`config.mk`:
```
export PLATFORM = sky130hd
export DESIGN_NAME = adc_result_filter
export DESIGN_NICKNAME = d
export VERILOG_FILES = /design/src/rtl/afl_pkg.sv /design/src/rtl/afl_cfg_watch.sv /design/src/rtl/afl_run_counter.sv /design/src/rtl/afl_status_reg.sv /design/src/rtl/adc_result_filter.sv
export SDC_FILE = /design/constraint.sdc
export NUM_CORES = 1
export LEC_CHECK = 0
export ABC_CLOCK_PERIOD_IN_PS = 2600
export BUFFER_PORTS_ARGS = -buffer_cell sky130_fd_sc_hd__buf_2
export CAP_MARGIN = 5
export CORE_ASPECT_RATIO = 1.4
export CORE_MARGIN = 2
export CORE_UTILIZATION = 46
export DETAILED_ROUTE_END_ITERATION = 7
export PLACE_DENSITY = 0.69
export SLEW_MARGIN = 5
export SYNTH_ARGS = -nofsm -noshare
export SYNTH_HDL_FRONTEND = slang
export SYNTH_SLANG_ARGS = --single-unit
```
`constraint.sdc`:
```
create_clock -name clk -period 2.6 [get_ports clk]
set_input_delay 0.26 -clock clk [delete_from_list [all_inputs] [get_ports clk]]
set_output_delay 0.26 -clock clk [all_outputs]
set_load 0.005 [all_outputs]
```
`src/rtl/afl_pkg.sv`:
```
package afl_pkg;

    // Snapshot of the control inputs that restart a run when they change.
    typedef struct packed {
        logic bypass;
        logic src;
    } afl_cfg_t;

    // What happens to the status register in a given cycle.
    typedef enum logic [1:0] {
        ACT_HOLD     = 2'd0,
        ACT_BYPASS   = 2'd1,
        ACT_FILTERED = 2'd2
    } afl_act_e;

    // Saturating increment toward a limit.
    function automatic int unsigned sat_inc(input int unsigned v, input int unsigned lim);
        return (v >= lim) ? lim : v + 1;
    endfunction

endpackage

```
`src/rtl/afl_cfg_watch.sv`:
```
module afl_cfg_watch
    import afl_pkg::*;
(
    input  logic     clk,
    input  logic     rst,
    input  afl_cfg_t cfg_i,
    output logic     changed_o
);

    afl_cfg_t cfg_prev;

    always_ff @(posedge clk) begin
        if (rst) cfg_prev <= '0;
        else     cfg_prev <= cfg_i;
    end

    assign changed_o = (cfg_prev != cfg_i);

endmodule

```
`src/rtl/afl_run_counter.sv`:
```
module afl_run_counter
    import afl_pkg::*;
#(
    parameter int DATA_W  = 8,
    parameter int CMP_W   = 6,
    parameter int MATCH_N = 4
) (
    input  logic              clk,
    input  logic              rst,
    input  logic              conv_done,
    input  logic [DATA_W-1:0] result,
    input  logic              bypass,
    input  logic              restart,
    output logic              fire_o
);

    localparam int CNT_W = $clog2(MATCH_N + 1);

    logic [CMP_W-1:0] cand_q;
    logic [CNT_W-1:0] run_q;
    logic [CNT_W-1:0] run_eff;
    logic [CNT_W-1:0] run_d;
    logic [CMP_W-1:0] cand_d;
    logic [CMP_W-1:0] upper;

    assign upper   = result[DATA_W-1 -: CMP_W];
    assign run_eff = restart ? '0 : run_q;

    always_comb begin
        run_d  = run_eff;
        cand_d = cand_q;
        if (bypass) begin
            run_d = '0;
        end else if (conv_done) begin
            if (run_eff == '0 || upper != cand_q) begin
                cand_d = upper;
                run_d  = CNT_W'(1);
            end else begin
                run_d = CNT_W'(sat_inc(int'(run_eff), MATCH_N));
            end
        end
    end

    assign fire_o = conv_done && !bypass && (run_d == CNT_W'(MATCH_N));

    always_ff @(posedge clk) begin
        if (rst) begin
            run_q  <= '0;
            cand_q <= '0;
        end else begin
            run_q  <= run_d;
            cand_q <= cand_d;
        end
    end

    // run length saturates at the match count
    a_r6_run_bounded: assert property (@(posedge clk) disable iff (rst)
        run_q <= CNT_W'(MATCH_N));

    // a differing conversion starts a new run of one
    a_r5_new_candidate: assert property (@(posedge clk) disable iff (rst)
        (conv_done && !bypass && !restart && run_q != '0 && upper != cand_q)
        |=> (run_q == CNT_W'(1)));

endmodule

```
`src/rtl/afl_status_reg.sv`:
```
module afl_status_reg
    import afl_pkg::*;
#(
    parameter int DATA_W = 8
) (
    input  logic              clk,
    input  logic              rst,
    input  afl_act_e          act_i,
    input  logic [DATA_W-1:0] data_i,
    output logic [DATA_W-1:0] status_q,
    output logic              status_load
);

    always_ff @(posedge clk) begin
        if (rst) begin
            status_q    <= '0;
            status_load <= 1'b0;
        end else begin
            status_load <= (act_i != ACT_HOLD);
            if (act_i != ACT_HOLD) status_q <= data_i;
        end
    end

    // no pulse means the register held
    a_r9_hold_without_load: assert property (@(posedge clk) disable iff (rst)
        !status_load |-> $stable(status_q));

endmodule

```
`src/rtl/adc_result_filter.sv`:
```
module adc_result_filter
    import afl_pkg::*;
#(
    parameter int DATA_W  = 8,
    parameter int CMP_W   = 6,
    parameter int MATCH_N = 4
) (
    input  logic              clk,
    input  logic              rst,
    input  logic              conv_done,
    input  logic [DATA_W-1:0] conv_result,
    input  logic              filter_bypass,
    input  logic              src_sel,
    output logic [DATA_W-1:0] status_q,
    output logic              status_load
);

    afl_cfg_t cfg;
    logic     cfg_changed;
    logic     fire;
    afl_act_e act;

    assign cfg.bypass = filter_bypass;
    assign cfg.src    = src_sel;

    afl_cfg_watch u_watch (
        .clk       (clk),
        .rst       (rst),
        .cfg_i     (cfg),
        .changed_o (cfg_changed)
    );

    afl_run_counter #(
        .DATA_W  (DATA_W),
        .CMP_W   (CMP_W),
        .MATCH_N (MATCH_N)
    ) u_run (
        .clk       (clk),
        .rst       (rst),
        .conv_done (conv_done),
        .result    (conv_result),
        .bypass    (filter_bypass),
        .restart   (cfg_changed),
        .fire_o    (fire)
    );

    always_comb begin
        if (conv_done && filter_bypass) act = ACT_BYPASS;
        else if (fire)                  act = ACT_FILTERED;
        else                            act = ACT_HOLD;
    end

    afl_status_reg #(
        .DATA_W (DATA_W)
    ) u_status (
        .clk         (clk),
        .rst         (rst),
        .act_i       (act),
        .data_i      (conv_result),
        .status_q    (status_q),
        .status_load (status_load)
    );

    // bypass loads the full result in the following cycle
    a_r2_bypass_loads: assert property (@(posedge clk) disable iff (rst)
        (conv_done && filter_bypass) |=> (status_load && status_q == $past(conv_result)));

    // a load pulse always follows a conversion strobe
    a_r9_load_needs_done: assert property (@(posedge clk) disable iff (rst)
        $rose(status_load) |-> $past(conv_done));

    // reset leaves no pulse behind
    a_r1_reset_quiet: assert property (@(posedge clk)
        $past(rst) |-> !status_load);

endmodule

```
==> impl_metrics.json, run 1 <==
{
  "ys_async_sr_fraction_pct": 0,
  "dieArea_um2": 2830,
  "fin_tns_setup_ns": 0,
  "p_clk_share_pct": 24.8,
  "dp.final_hpwl_um": 1760,
  "required_ns": 2.78,
  "clock_skew_ns": 0.006014,
  "floorplan.initialDensity_pct": 47.51,
  "internal_power_w": 0.0004184,
  "fp.dieH_um": 62.15,
  "diodes": 0,
  "worst-path-max-fanout": 9,
  "areaGrowthSynthToFinish_pct": 10.81,
  "hold_class": "in2reg",
  "setup_violations": 0,
  "cpPeakStageDelay_ns": 0.36,
  "clk_latency_ns": 0.30,
  "ctsHoldBuffers": 0,
  "clock-sinks": 20,
  "antenna_found_initial": 0,
  "row_count": 21,
  "synth_edf_count": 0,
  "outcome": "complete, no violations",
  "ir_drop_uv": 295.5,
  "grt_pass1_wl_um": 4029,
  "die_width_um": 45.54,
  "max-slew-margin-rel_pct": 55.42,
  "power.total_w": 0.0005804,
  "hold_viol_final": 0,
  "maxCapViolCount": 0,
  "yosysUniqueCellTypes": 34,
  "post_cts_buffers": 0,
  "powerDensity_nw_per_um2": 471.4,
  "synth_area_leader_cell": "dfxtp_1",
  "wl_per_cell_um": 15.18,
  "avgSynthCellArea_um2": 9.416,
  "drive_gt1_share_pct": 23.70,
  "clk_pin_slew_worst_paths_ns": 0.11,
  "cts_root_buffer": "clkbuf_4",
  "cts_max_level": 1,
  "ant_nets": 0,
  "rsz0062_at_grt": "false",
  "p_switching_w": 0.0001620,
  "vias_per_cell": 6.158,
  "core-area_um2": 2338,
  "cts_resized": 0,
  "switching_share_pct": 27.91,
  "synth_fp_nets": 133,
  "grt_start_max_net_pins": 20,
  "synth.most_common_cell": "dfxtp_1",
  "synth_cells": 118,
  "ff2ff_setup_slack_ns": 0.28,
  "cp-end-kind": "flop",
  "grt_pass1_vias": 954,
  "post-route-period-util_pct": 89.34,
  "combPwrFrac_pct": 17.7,
  "synth.area.top_cells": "dfxtp_1 (36%), a221oi_1 (6.3%), o32ai_1 (6.3%), xor2_1 (5.5%), mux2i_1 (5.4%)",
  "synth_top_cell_area_share_pct": 36.04,
  "clock_path_buffers": 2,
  "seqPwrFrac_pct": 57.5,
  "final_util_pct": 52.65,
  "ys_seq_area_share_pct": 36.04,
  "overflow": 0,
  "ioPinCount": 22,
  "cts_tree": "done",
  "finalNetCount": 152,
  "worst_pin_slew_ns": 0.6663,
  "multiInputGateArea_um2": 655.6,
  "cp-start-kind": "flop",
  "synth_commonest_cells": "dfxtp_1 (20), nand2_1 (10), nor2_1 (10)",
  "placed_cells": 155,
  "io_buffers": 21,
  "cts_made_buffers": 3,
  "cp.arrival_ns": 2.50,
  "crit_buf_inv": 0,
  "synth-main-ff-cell": "dfxtp_1",
  "fillers": 239,
  "cpMaxStageDelayCell": "dfxtp_1",
  "wirelength_um": 2399,
  "fin_cells": 158,
  "p_leak_nw": 0.5026,
  "crit_chain": "xor2_2 > nor2_1 > nand2_1 > ha_1 > nor2b_1 > o311a_4 > a32o_2 > nor3_4 > o32ai_1",
  "fmax_mhz": 430.5,
  "vias": 973,
  "min_period_ns": 2.323,
  "slew_violations": 0,
  "drc": 0,
  "grt_util_all_layers_pct": 18.45,
  "crit_type": "reg2reg",
  "gp_congestion": 0.8390,
  "seq_area_um2": 400.4,
  "netlist_area_um2": 1111,
  "ys_warn_count": 0,
  "dr.pass1.iters": 4,
  "drt_iter0_drc": 41,
  "yosys_register_bits": 20,
  "crit_family": "simple AND/OR/NAND/NOR gates"
}
## cells by family (layout without fill, tap and decap cells)
family          count (synthesis)  count (layout)  share of synthesized area, %
mux                             6               6                         5.406
buf+inv                        12              29                         4.955
fa+ha+maj                       2               2                         2.252
simple gates                   34              34                         18.24
compound gates                 35              35                         25.34
flops                          20              20                         36.04
xor+xnor                        9               9                         7.771
## sequential cells by signal, summed over array words and instances, names as in the netlist
| name | flops |
|---|---|
| u_run.run_q | 3 |
| u_run.cand_q | 6 |
| u_watch.cfg_prev | 2 |
| u_status.status_q | 8 |
| u_status.status_load | 1 |
## layout make-up
cell class              count  area share [%]
flip-flops and latches     20           32.52
multi-input cells          86           53.25
repair buffers             21           8.537
well taps                  23           2.337
inverters                   5           1.524
clock buffers               3           1.829
## tightest hold or removal path, stage by stage
cell and delay, ns:
buf_2 0.11, mux2i_1 0.07, nor2_1 0.07
## power by group through the flow
stage          combinational (W)  clock (W)  sequential (W)
2_1_floorplan          0.0000709          0        0.000340
4_1_cts                 0.000103   0.000151        0.000334
5_1_grt                 0.000114   0.000165        0.000336
6_report                0.000103   0.000144        0.000334
3_3_place_gp           0.0000997          0        0.000340
3_5_place_dp            0.000103          0        0.000341
## path summary, 6_finish.rpt
kind / endpoint / from / depth (start not counted)
min: u_run.cand_q[4] / conv_result[6] / 3
max reg2reg: u_status.status_q[0] / u_watch.cfg_prev[0] / 9
max: u_status.status_q[0] / u_watch.cfg_prev[0] / 9
min reg2reg: u_status.status_q[2] / u_status.status_q[2] / 2
## cell usage in the layout, fill, tap and decap left out, drive strengths merged
master	instances
nand2b	1
nor4b	1
and2	2
a21oi	9
a31oi	3
inv	5
a22o	1
a221oi	8
clkbuf	3
nor2b	4
nor2	10
dfxtp	20
o31ai	1
o21ai	2
nor3	3
and4b	1
nand2	10
xnor2	1
mux2i	6
o32ai	8
o311a	1
a32o	1
buf	21
ha	2
nor4	2
a32oi	1
xor2	8
## layer usage
layer	global-route usage [%]	vias to the layer above	share of wire [%]
li1	-	476	-
met5	0	-	0
met3	1.744	5	4.4
met1	21.30	459	42
met4	5.515	0	1.6
met2	33.45	33	52
## per-stage QoR
stage	setup slack (ns)	instance area (um^2)	hold slack, ns
2_1_floorplan	0.5091	1111	0.3882
3_3_place_gp	0.2936	1209	0.4839
3_5_place_dp	0.2126	1209	0.4961
4_1_cts	0.2847	1231	0.2341
5_1_grt	0.09620	1231	0.2395
6_report	0.2772	1231	0.2397
Power figures use the tool's default switching activity.
==> inputs of run 2 (changes only) <==
CELL_PAD_IN_SITES_DETAIL_PLACEMENT = 2   (was not set)
CELL_PAD_IN_SITES_GLOBAL_PLACEMENT = 2   (was not set)
CORE_ASPECT_RATIO = 0.8   (was 1.4)
CORE_UTILIZATION = 32   (was 46)
PLACE_DENSITY = not set   (was 0.69)
PLACE_DENSITY_LB_ADDON = 0.15   (was not set)
==> run 2 against run 1 <==
Compared with the run above:
- non-clock buffer count up 3
- critical endpoint is now u_status.status_q[7]
- global-route usage down 1.0 points
- clock skew down 0.00061 ns
- combinational power up 7%
- largest cell class unchanged
- via count up 2.9%
- setup slack worse by 0.034 ns
- worst hold slack better by 0.027 ns
- count of clock-buffer cells in the layout unchanged
- wire length up 34%
- sequential share of layout area down 1.9 points
==> impl_metrics.json, run 2 (synthesis results as in run 1) <==
{
  "setup_violations": 0,
  "drc": 0,
  "cp-end-kind": "flop",
  "cts_made_buffers": 3,
  "clk_latency_ns": 0.27,
  "floorplan.initialDensity_pct": 32.91,
  "cp-start-kind": "flop",
  "seqPwrFrac_pct": 51.0,
  "powerDensity_nw_per_um2": 502.4,
  "dr.pass1.iters": 4,
  "max-slew-margin-rel_pct": 49.73,
  "drive_gt1_share_pct": 26.81,
  "r2r-end": "u_status.status_q[7]",
  "grt_pass1_vias": 1028,
  "io_buffers": 21,
  "gp_congestion": 0.7675,
  "outcome": "complete, no violations",
  "slew_violations": 0,
  "dp.final_hpwl_um": 2338,
  "rr_worst_depth": 11,
  "hold-worst-slack_ns": 0.2670,
  "diodes": 0,
  "wirelength_um": 3221,
  "hold_viol_final": 0,
  "clock-sinks": 20,
  "vias_per_cell": 5.561,
  "overflow": 0,
  "switching_share_pct": 28.41,
  "min_period_ns": 2.357,
  "hold_class": "in2reg",
  "ioPinCount": 22,
  "fmax_mhz": 424.3,
  "grt_start_max_net_pins": 20,
  "grt_util_all_layers_pct": 17.45,
  "fp.dieH_um": 56.71,
  "finalNetCount": 155,
  "worst-path-max-fanout": 5,
  "cts_max_level": 1,
  "clock_skew_ns": 0.005402,
  "ff2ff_setup_slack_ns": 0.24,
  "post-route-period-util_pct": 90.65,
  "ant_nets": 0,
  "p_leak_nw": 0.5274,
  "wl_per_cell_um": 17.89,
  "ir_drop_uv": 203.2,
  "die_width_um": 69.88,
  "required_ns": 2.73,
  "crit_type": "reg2reg",
  "antenna_found_initial": 0,
  "fillers": 390,
  "drt_iter0_drc": 23,
  "timing.rr.start": "u_watch.cfg_prev[0]",
  "areaGrowthSynthToFinish_pct": 17.57,
  "p_clk_share_pct": 32.2,
  "vias": 1001,
  "row_count": 19,
  "clk_pin_slew_worst_paths_ns": 0.08,
  "mostFrequentLayoutCell": "buf_2",
  "largest_reg_flops": 8,
  "combPwrFrac_pct": 16.7,
  "fin_tns_setup_ns": 0,
  "p_switching_w": 0.0001864,
  "layout_common_cells": "buf_2 (21), dfxtp_1 (20), nand2_1 (10), nor2_1 (9), a21oi_1 (9)",
  "hold_path_end": "u_run.cand_q[1]",
  "cts_root_buffer": "clkbuf_8",
  "largest-register": "u_status.status_q",
  "rsz0062_at_grt": "false",
  "clock_path_buffers": 2,
  "grt_pass1_wl_um": 5340,
  "top_regs": "u_status.status_q x8, u_run.cand_q x6, u_run.run_q x3",
  "core-area_um2": 3376,
  "cp.arrival_ns": 2.49,
  "hold_start": "conv_result[3]",
  "hold_depth": 3,
  "maxCapViolCount": 0,
  "dieArea_um2": 3963,
  "internal_power_w": 0.0004698,
  "worst_pin_slew_ns": 0.7513,
  "cts_tree": "done"
}
[run 2: cell types whose count changed in the layout (fill, tap and decap cells not counted), sizes merged]
cell / before / now
buf: 21 / 24
[run 2: how the worst max path moves through the flow]
stage / startpoint / end / slack [ns] / depth (start not counted)
floorplan: filter_bypass / u_status.status_q[0] / 0.51 / 10
global placement: src_sel / u_status.status_q[6] / 0.24 / 10
detailed placement: src_sel / u_status.status_q[7] / 0.08 / 10
CTS: u_watch.cfg_prev[0] / u_status.status_q[7] / 0.15 / 9
global route: u_watch.cfg_prev[0] / u_status.status_q[6] / 0.008 / 11
finish: u_watch.cfg_prev[0] / u_status.status_q[7] / 0.24 / 11
[run 2: per-stage QoR]
stage	total power [W]	instances	worst slack, ns	util, %	area, um^2
finish	0.0006562	180	0.2432	38.70	1306
global route	0.0006929	180	0.007511	38.70	1306
CTS	0.0006693	178	0.1545	37.95	1281
detailed placement	0.0004503	175	0.08070	36.73	1240
global placement	0.0004449	175	0.2436	36.73	1240
floorplan	0.0004110	118	0.5091	-	1111
[run 2: timing repair]
| item | 4_1_cts | 5_1_grt |
|---|---|---|
| setup buffers | 0 | 2 |
| endpoints found under the setup margin | 0 | 6 |
| hold buffers | 0 | 0 |
| gates resized for setup | 0 | 2 |
[run 2: final cells by class]
| class | instances | area (um^2) | share of cell area [%] |
|---|---|---|---|
| Clock buffer | 3 | 41.29 | 3.161 |
| Timing Repair Buffer | 24 | 127.6 | 9.770 |
| Sequential cell | 20 | 400.4 | 30.65 |
| Tap cell | 42 | 52.55 | 4.023 |
| Inverter | 5 | 18.77 | 1.437 |
| Multi-Input combinational cell | 86 | 665.6 | 50.96 |
[run 2: power by group through the flow]
stage	registers (W)	clock network, W	logic (W)
global placement	0.000340	0	0.000105
floorplan	0.000340	0	0.0000709
detailed placement	0.000342	0	0.000109
CTS	0.000335	0.000225	0.000110
global route	0.000338	0.000232	0.000123
finish	0.000335	0.000212	0.000110
[run 2: metal layers]
metal | part of all wire, % | vias to the layer above | track usage, %
met1 | 47 | 496 | 21.76
met5 | 0 | - | 0
met2 | 48 | 22 | 30.20
met4 | 0.84 | 0 | 4.121
met3 | 4.1 | 3 | 4.488
li1 | - | 480 | -
[run 2: worst max-delay path, stage by stage (launching register included)]
cell	delay (ns)
dfxtp_1	0.39
xor2_2	0.28
nor2_2	0.11
nand2_1	0.13
inv_1	0.09
ha_1	0.19
nor2b_1	0.14
a31oi_1	0.27
nor3_4	0.07
buf_4	0.16
a221oi_1	0.27
o32ai_1	0.13
